===== config.mk =====
export PLATFORM = sky130hd
export DESIGN_NAME = synthCtrlBank
export DESIGN_NICKNAME = d
export VERILOG_FILES = /design/src/rtl/synthCtrlPkg.sv /design/src/rtl/serialCtrl.sv /design/src/rtl/regDatapath.sv /design/src/rtl/synthCtrlBank.sv
export SDC_FILE = /design/constraint.sdc
export NUM_CORES = 1
export LEC_CHECK = 0
export CAP_MARGIN = 40
export CORE_MARGIN = 10
export CORE_UTILIZATION = 53
export CTS_BUF_LIST = sky130_fd_sc_hd__clkbuf_8 sky130_fd_sc_hd__clkbuf_16
export CTS_CLUSTER_SIZE = 28
export DETAILED_ROUTE_END_ITERATION = 8
export PLACE_DENSITY = 0.85
export SLEW_MARGIN = 20
export SYNTH_ARGS = -nofsm -noshare
export SYNTH_HDL_FRONTEND = slang
export SYNTH_SLANG_ARGS = --single-unit

===== constraint.sdc =====
create_clock -name clk -period 1.7 [get_ports clk]
set_input_delay 0.51 -clock clk [delete_from_list [all_inputs] [get_ports clk]]
set_output_delay 0.51 -clock clk [all_outputs]
set_load 0.1 [all_outputs]

===== src/rtl/synthCtrlPkg.sv =====
package synthCtrlPkg;
  typedef struct packed {
    logic shift;
    logic commit;
    logic drop;
  } strobeT;
endpackage


===== src/rtl/serialCtrl.sv =====
module serialCtrl
  import synthCtrlPkg::*;
#(
  parameter int WORD_W = 24
) (
  input  logic   clk,
  input  logic   rstN,
  input  logic   serClk,
  input  logic   serLatch,
  output strobeT stb,
  output logic   wordError
);
  localparam int CNT_W = $clog2(WORD_W + 2);
  localparam logic [CNT_W-1:0] FULL = CNT_W'(WORD_W);
  localparam logic [CNT_W-1:0] OVER = CNT_W'(WORD_W + 1);

  logic clkQ, clkP, leQ, leP;
  logic [CNT_W-1:0] bitCnt;
  logic clkRise, leRise;

  always_ff @(posedge clk) begin
    if (!rstN) begin
      clkQ <= 1'b0; clkP <= 1'b0;
      leQ  <= 1'b1; leP  <= 1'b1;
    end else begin
      clkQ <= serClk; clkP <= clkQ;
      leQ  <= serLatch; leP <= leQ;
    end
  end

  assign clkRise = clkQ & ~clkP;
  assign leRise  = leQ & ~leP;

  always_comb begin
    stb.shift  = clkRise & ~leQ;
    stb.commit = leRise & (bitCnt == FULL);
    stb.drop   = leRise & (bitCnt != FULL);
  end

  always_ff @(posedge clk) begin
    if (!rstN) begin
      bitCnt    <= '0;
      wordError <= 1'b0;
    end else begin
      if (leRise) bitCnt <= '0;
      else if (stb.shift && bitCnt != OVER) bitCnt <= bitCnt + 1'b1;
      if (stb.drop) wordError <= 1'b1;
    end
  end


  drop_sets_err_chk: assert property (@(posedge clk) disable iff (!rstN)
    stb.drop |=> wordError);

  err_sticky_chk: assert property (@(posedge clk) disable iff (!rstN)
    wordError |=> wordError);

  no_shift_high_chk: assert property (@(posedge clk) disable iff (!rstN)
    (leQ && leP) |-> !stb.shift);
endmodule


===== src/rtl/regDatapath.sv =====
module regDatapath
  import synthCtrlPkg::*;
#(
  parameter int WORD_W = 24,
  parameter int ADDR_W = 2
) (
  input  logic        clk,
  input  logic        rstN,
  input  strobeT      stb,
  input  logic        serData,
  input  logic        lockDet,
  input  logic        nDivIn,
  input  logic        rDivIn,
  output logic [13:0] refDivide,
  output logic [1:0]  antiBacklash,
  output logic [1:0]  testMode,
  output logic        lockPrecise,
  output logic [5:0]  aCount,
  output logic [12:0] bCount,
  output logic        cpGainSel,
  output logic        counterReset,
  output logic [1:0]  powerMode,
  output logic        phasePolarity,
  output logic        cpTristate,
  output logic        fastlockEn,
  output logic        fastlockMode,
  output logic [3:0]  fastlockTimeout,
  output logic [2:0]  cpCurrent1,
  output logic [2:0]  cpCurrent2,
  output logic [1:0]  prescaler,
  output logic        muxOut,
  output logic        muxOe
);
  localparam int REF_TOP = 20;
  localparam int AB_TOP  = 21;
  localparam int FN_TOP  = WORD_W - 1;

  logic dataQ;
  logic [WORD_W-1:0] shiftReg;
  logic [REF_TOP:ADDR_W] refLat;
  logic [AB_TOP:ADDR_W]  abLat;
  logic [FN_TOP:ADDR_W]  funcLat;
  logic initPulse;

  always_ff @(posedge clk) begin
    if (!rstN) begin
      dataQ    <= 1'b0;
      shiftReg <= '0;
    end else begin
      dataQ <= serData;
      if (stb.shift) shiftReg <= {shiftReg[WORD_W-2:0], dataQ};
    end
  end

  always_ff @(posedge clk) begin
    if (!rstN) begin
      refLat    <= '0;
      abLat     <= '0;
      funcLat   <= '0;
      initPulse <= 1'b0;
    end else begin
      initPulse <= 1'b0;
      if (stb.commit) begin
        unique case (shiftReg[ADDR_W-1:0])
          2'd0: refLat  <= shiftReg[REF_TOP:ADDR_W];
          2'd1: abLat   <= shiftReg[AB_TOP:ADDR_W];
          2'd2: funcLat <= shiftReg[FN_TOP:ADDR_W];
          default: begin
            funcLat   <= shiftReg[FN_TOP:ADDR_W];
            initPulse <= 1'b1;
          end
        endcase
      end
    end
  end

  assign refDivide       = refLat[15:2];
  assign antiBacklash    = refLat[17:16];
  assign testMode        = refLat[19:18];
  assign lockPrecise     = refLat[20];
  assign aCount          = abLat[7:2];
  assign bCount          = abLat[20:8];
  assign cpGainSel       = abLat[21];
  assign counterReset    = funcLat[2] | initPulse;
  assign powerMode       = {funcLat[21], funcLat[3]};
  assign phasePolarity   = funcLat[7];
  assign cpTristate      = funcLat[8];
  assign fastlockEn      = funcLat[9];
  assign fastlockMode    = funcLat[10];
  assign fastlockTimeout = funcLat[14:11];
  assign cpCurrent1      = funcLat[17:15];
  assign cpCurrent2      = funcLat[20:18];
  assign prescaler       = funcLat[23:22];

  always_comb begin
    muxOe  = 1'b1;
    muxOut = 1'b0;
    unique case (funcLat[6:4])
      3'd0: muxOe  = 1'b0;
      3'd1: muxOut = lockDet;
      3'd2: muxOut = nDivIn;
      3'd3: muxOut = 1'b1;
      3'd4: muxOut = rDivIn;
      3'd5: muxOe  = ~lockDet;
      3'd6: muxOut = dataQ;
      default: muxOut = 1'b0;
    endcase
  end


  init_pulse_once_chk: assert property (@(posedge clk) disable iff (!rstN)
    initPulse |=> !initPulse);

  ref_hold_chk: assert property (@(posedge clk) disable iff (!rstN)
    !stb.commit |=> $stable(refLat));

  func_hold_chk: assert property (@(posedge clk) disable iff (!rstN)
    !stb.commit |=> $stable(funcLat));

  drop_no_load_chk: assert property (@(posedge clk) disable iff (!rstN)
    stb.drop |=> $stable(abLat));

  init_reset_chk: assert property (@(posedge clk) disable iff (!rstN)
    (stb.commit && shiftReg[1:0] == 2'd3) |=> counterReset);
endmodule


===== src/rtl/synthCtrlBank.sv =====
module synthCtrlBank
  import synthCtrlPkg::*;
#(
  parameter int WORD_W = 24,
  parameter int ADDR_W = 2
) (
  input  logic        clk,
  input  logic        rstN,
  input  logic        serClk,
  input  logic        serData,
  input  logic        serLatch,
  input  logic        lockDet,
  input  logic        nDivIn,
  input  logic        rDivIn,
  output logic [13:0] refDivide,
  output logic [1:0]  antiBacklash,
  output logic [1:0]  testMode,
  output logic        lockPrecise,
  output logic [5:0]  aCount,
  output logic [12:0] bCount,
  output logic        cpGainSel,
  output logic        counterReset,
  output logic [1:0]  powerMode,
  output logic        phasePolarity,
  output logic        cpTristate,
  output logic        fastlockEn,
  output logic        fastlockMode,
  output logic [3:0]  fastlockTimeout,
  output logic [2:0]  cpCurrent1,
  output logic [2:0]  cpCurrent2,
  output logic [1:0]  prescaler,
  output logic        muxOut,
  output logic        muxOe,
  output logic        wordError
);
  strobeT stb;

  serialCtrl #(.WORD_W(WORD_W)) uCtrl (
    .clk(clk), .rstN(rstN), .serClk(serClk), .serLatch(serLatch),
    .stb(stb), .wordError(wordError)
  );

  regDatapath #(.WORD_W(WORD_W), .ADDR_W(ADDR_W)) uData (
    .clk(clk), .rstN(rstN), .stb(stb), .serData(serData),
    .lockDet(lockDet), .nDivIn(nDivIn), .rDivIn(rDivIn),
    .refDivide(refDivide), .antiBacklash(antiBacklash), .testMode(testMode),
    .lockPrecise(lockPrecise), .aCount(aCount), .bCount(bCount),
    .cpGainSel(cpGainSel), .counterReset(counterReset), .powerMode(powerMode),
    .phasePolarity(phasePolarity), .cpTristate(cpTristate),
    .fastlockEn(fastlockEn), .fastlockMode(fastlockMode),
    .fastlockTimeout(fastlockTimeout), .cpCurrent1(cpCurrent1),
    .cpCurrent2(cpCurrent2), .prescaler(prescaler),
    .muxOut(muxOut), .muxOe(muxOe)
  );
endmodule


# Word level (Yosys, flattened, before mapping)
# Cells that the tools add are included.
# Widths: inputs -> output; s select.
# totals
ff_bits	97
wordCells	49
output_inout_bits	61
in_bits	8
# op_classes
n_mux	3
add_sub_neg	1
bitwise_logic	12
eq_ne	11
reduce_logical	10
# ops
cell	count
$ne 5x5->1 const B	2
$eq 3x3->1 const B	3
$reduce_and 2->1	4
$eq 3x2->1 const B	2
$not 1->1	6
$add 5x1->5 const B	1
$and 1x1->1	5
$eq 5x5->1 const B	1
$pmux 1 s5	1
$reduce_or 2->1	2
$eq 3x1->1 const B	1
$logic_not 3->1	1
$reduce_or 3->1	1
$eq 2x1->1 const B	1
$eq 2x2->1 const B	1
$logic_not 2->1	1
$pmux 1 s2	1
$logic_and 1x1->1	1
$mux 1	1
$or 1x1->1	1

# Depth between registers and ports, before layout
# logic_depth
depth_word	4
mapped_depth	7
ltp_nobuf	5

# Modules after synthesis
# From an unflattened synthesis, not the netlist that was laid out.
# unflattened
hier_cells	405
area_unflattened_um2	3774.9
# by_module_without_submodules
mod	area_per_inst_um2	seq_area_each_um2	n_inst	cells_per_inst
regDatapath	3320.7	1741.7	1	357
serialCtrl	454.2	200.2	1	48

# Worst setup path after synthesis
# OpenSTA, ideal clock, no wires.
# synth_timing
kind	input to output
start	in lockDet
end	out muxOe
slack_ns	-0.150
arrival_ns	1.340
cell_stages	3
n_path_buf	0
required_ns	1.190
cell_sequence	nand3_1 > o21ai_0 > nand2b_1
# synth_between
elab_chain_cells	2
# synth_lines
item	line_no	text
from (decl)	synthCtrlBank.sv:12	input logic lockDet,
$not 1->1	regDatapath.sv:104	3'd5: muxOe = ~lockDet;
$pmux 1 s2	regDatapath.sv:98	unique case (funcLat[6:4])
to (decl)	synthCtrlBank.sv:33	output logic muxOe,
# No other way between the ends.

# Worst setup path in the final report
# layout_timing
start	reg uData.funcLat[5] (netlist name)
end	out muxOut
# layout_between
elab_chain_cells	2
elab_cells_between_ends	6
classes_between	5 x eq/ne; 1 x mux
# layout_lines
item	line_no	text
from (decl)	regDatapath.sv:42	logic [FN_TOP:ADDR_W] funcLat;
from (signal assigned)	regDatapath.sv:67	2'd2: funcLat <= shiftReg[FN_TOP:ADDR_W];
from (signal assigned)	regDatapath.sv:69	funcLat <= shiftReg[FN_TOP:ADDR_W];
$eq 3x3->1 (tied with other cells)	regDatapath.sv:98	
$pmux 1 s5 (*)	regDatapath.sv:98	
to (decl)	synthCtrlBank.sv:32	output logic muxOut,
# Every way passes the cells marked *; elsewhere a longest branch is shown, timed or not.

==> flow_metrics.py <==
metrics = {
    "final_layout": {
        "final_layout_size_suffix_gt1_share_pct": 21.6,
        "n_fill_cell": 442,
        "fin_util_pct": 77.4,
        "n_antenna_cell": 0,
        "nets": 521,
        "syn2layout_area_growth_pct": 39.7,
    },
    "synthesis": {
        "synth_top_cell_area_share_pct": 47.5,
        "synth_fp_nets": 476,
        "yosys-top-cells-area": "dfxtp_1, a21boi_0, o21ai_0, nand3_1, nand2_1",
        "yosys_warnings": 0,
        "synth_most_common_cell": "dfxtp_1",
        "synth_cell_types": 34,
        "syn_area_mm2": 0.00409,
        "yosysSeqAreaShare_pct": 47.5,
        "synth-seq-cells": 97,
        "syn_avg_cell_area_um2": 8.79,
        "synth_edf_count": 0,
        "synth_area_leader_cell": "dfxtp_1",
        "ys.flop_type": "dfxtp_1",
        "synthArstFlopShare_pct": 0,
        "syn_inst": 465,
        "ys_top_cells_by_count": "dfxtp_1, a21boi_0, o21ai_0",
    },
    "timing": {
        "fin_crit_sh_pct": 109,
        "finalMaxSlewViolations": 0,
        "postLayoutSetupSlackWorst_ns": -0.153,
        "finalHoldViolCount": 0,
        "finalSetupViolations": 5,
        "fmax_ghz": 0.540,
        "finalCriticalPeriod_ns": 1.85,
        "fin_worst_skew_ns": 0.00862,
        "worst_pin_slew_ns": 0.301,
        "rsz0062_at_grt": "true",
        "maxSlewHeadroom_pct": 79.8,
    },
    "clock_tree": {
        "htreeDepth": 3,
        "cts_buffer_depth": 2,
        "hold_buffers": 0,
        "cts_tree": "done",
        "cts_made_buffers": 9,
        "cts.clk_slew.worst_paths_ns": 0.09,
        "cts_root_buffer": "clkbuf_8",
        "cts_sinks": 97,
        "clk_latency_ns": 0.38,
    },
    "drt": {
        "routed_wl_um": 12200,
        "vias": 3824,
        "drc": 0,
        "dr.first_iter.drc_count": 432,
        "viasPerCell": 6.23,
        "drt-pass1-iter-count": 5,
        "ant_nets": 0,
        "wl_per_cell_um": 19.8,
    },
    "pwr": {
        "power_density_mw_per_mm2": 711,
        "ir_worst_vdd_mv": 0.464,
        "leakagePower_uw": 0.00193,
    },
    "outcome": {
        "status": "finished with violations",
        "violations": "setup timing",
    },
    "critical_path": {
        "cp.arrival_ns": 1.34,
        "start_kind": "flip-flop",
        "cp_max_fo": 5,
        "rrSetupSlack_ns": -0.05,
        "slowest_stage": "dfxtp_4",
        "worstSetupPathType": "reg -> out",
        "critPathRequiredTime_ns": 1.19,
        "crit_chain": "mux2i_1 > nor2_1 > a21o_2 > buf_12",
        "slowest_delay_ns": 0.38,
        "end_kind": "output port",
    },
    "placement": {
        "place_ws_ns": -0.348,
        "place.detailed.hpwl_um": 7710,
        "port_buffers": 68,
        "gp_congestion": 0.828,
    },
    "floorplanning": {
        "die_w_um": 108,
        "die_h_um": 108,
        "core_area_mm2": 0.00737,
        "io_pins": 69,
        "die-area_mm2": 0.0116,
        "core.rowCount": 31,
        "start_util_pct": 55.4,
    },
    "global_route": {
        "grt_max_degree": 57,
        "grtUsageTotal_pct": 19.3,
        "grt-ovfl-total": 0,
        "grt_pass1_wl_um": 18100,
        "grt_pass1_vias": 3663,
        "antenna_found_initial": 0,
    },
    "flow_run": {
        "maxCapViolations": 0,
    },
    "hold_path": {
        "min_path_type": "reg -> reg",
    },
}
-- worst paths after layout --
kind,to,depth (start not counted),startpoint
setup reg to reg,uData.refLat[9],7,uCtrl.bitCnt[1]
setup / recovery,muxOut,4,uData.funcLat[5]
hold reg to reg,uData.shiftReg[0],2,uData.dataQ
hold / removal,uData.shiftReg[0],2,uData.dataQ
-- sequential cells by signal (all words and copies together), names as in the netlist --
register	cells
uCtrl.leP	1
uData.abLat	20
uCtrl.wordError	1
uData.dataQ	1
uCtrl.leQ	1
uData.refLat	19
uCtrl.clkQ	1
uCtrl.clkP	1
uData.funcLat	22
uData.initPulse	1
uCtrl.bitCnt	5
uData.shiftReg	24
-- through the flow --
stage / hold WS [ns] / cells / cell area [um2] / TNS (ns) / power [uW]
floorplan: 0.438 / 465 / 4090 / 0 / 2430
global placement: 0.453 / 595 / 5430 / -0.543 / 2480
detailed placement: 0.462 / 595 / 5430 / -0.599 / 2480
CTS: 0.478 / 611 / 5640 / -0.182 / 4020
global route: 0.504 / 614 / 5710 / -1.12 / 4150
finish: 0.476 / 614 / 5710 / -0.253 / 4050
-- report_power, final --
part | internal (uW) | leakage, uW | total, uW | switching [uW]
logic | 66.2 | 0.00104 | 141 | 75.1
clock network | 815 | 0.000108 | 1630 | 812
registers | 2280 | 0.000784 | 2290 | 10.1
total | 3160 | 0.00193 | 4050 | 897
-- area by class of cell --
type	instances	area [um2]	share of cell area, %
tap	99	124	2.17
clock inverter	7	87.6	1.54
clock buffer	9	124	2.17
sequential	97	1950	34.2
multi-input combinational	308	1850	32.5
inverter	3	11.3	0.197
timing repair buffer	91	1560	27.3
-- repair_timing --
| action | in CTS | in global routing |
|---|---|---|
| pin swaps | 4 | 1 |
| gates cloned | 0 | 2 |
| resized for setup | 9 | 14 |
| setup buffers | 0 | 1 |
| endpoints found under the setup margin | 3 | 14 |
-- worst max-delay path: cells and delay by family, from the launching register on --
family	cells	cell delay (ns)
flops	1	0.38
buf+inv	1	0.16
mux	1	0.17
simple gates	1	0.05
compound gates	1	0.20
-- cell usage in the layout, fill, tap and decap left out, drive strengths merged, types with 2 or more instances in the layout --
cell / n
o21ai: 67
inv: 5
a21boi: 85
dfxtp: 97
nor2b: 2
nand2: 51
dlygate4sd2: 3
mux2i: 2
ha: 3
nand3b: 2
nand4b: 2
clkbuf: 11
clkdlybuf4s50: 3
nand4: 23
nand3: 44
and4b: 2
bufinv: 2
nand2b: 4
buf: 83
a21oi: 6
clkinvlp: 2
and2: 3
-- routing by layer --
metal	global-route usage [%]	vias to the layer above	share of wire, %
met5	0	-	0
met1	19.9	1786	35
met3	5.39	72	10
met4	11.3	0	5.3
met2	34.2	249	50
li1	-	1717	-
-- cell families (layout without fill, tap and decap cells) --
| family | count (synthesis) | after routing | share of synthesized area [%] |
|---|---|---|---|
| DFF | 97 | 97 | 47.5 |
| AOI/OAI and AO/OA | 159 | 159 | 24.7 |
| muxes | 2 | 2 | 0.490 |
| and+or+nand+nor | 144 | 144 | 18.8 |
| buffers and inverters | 60 | 110 | 7.47 |
| adders and majority gates | 3 | 3 | 0.919 |
No activity file was read; power rests on OpenSTA's default activity.
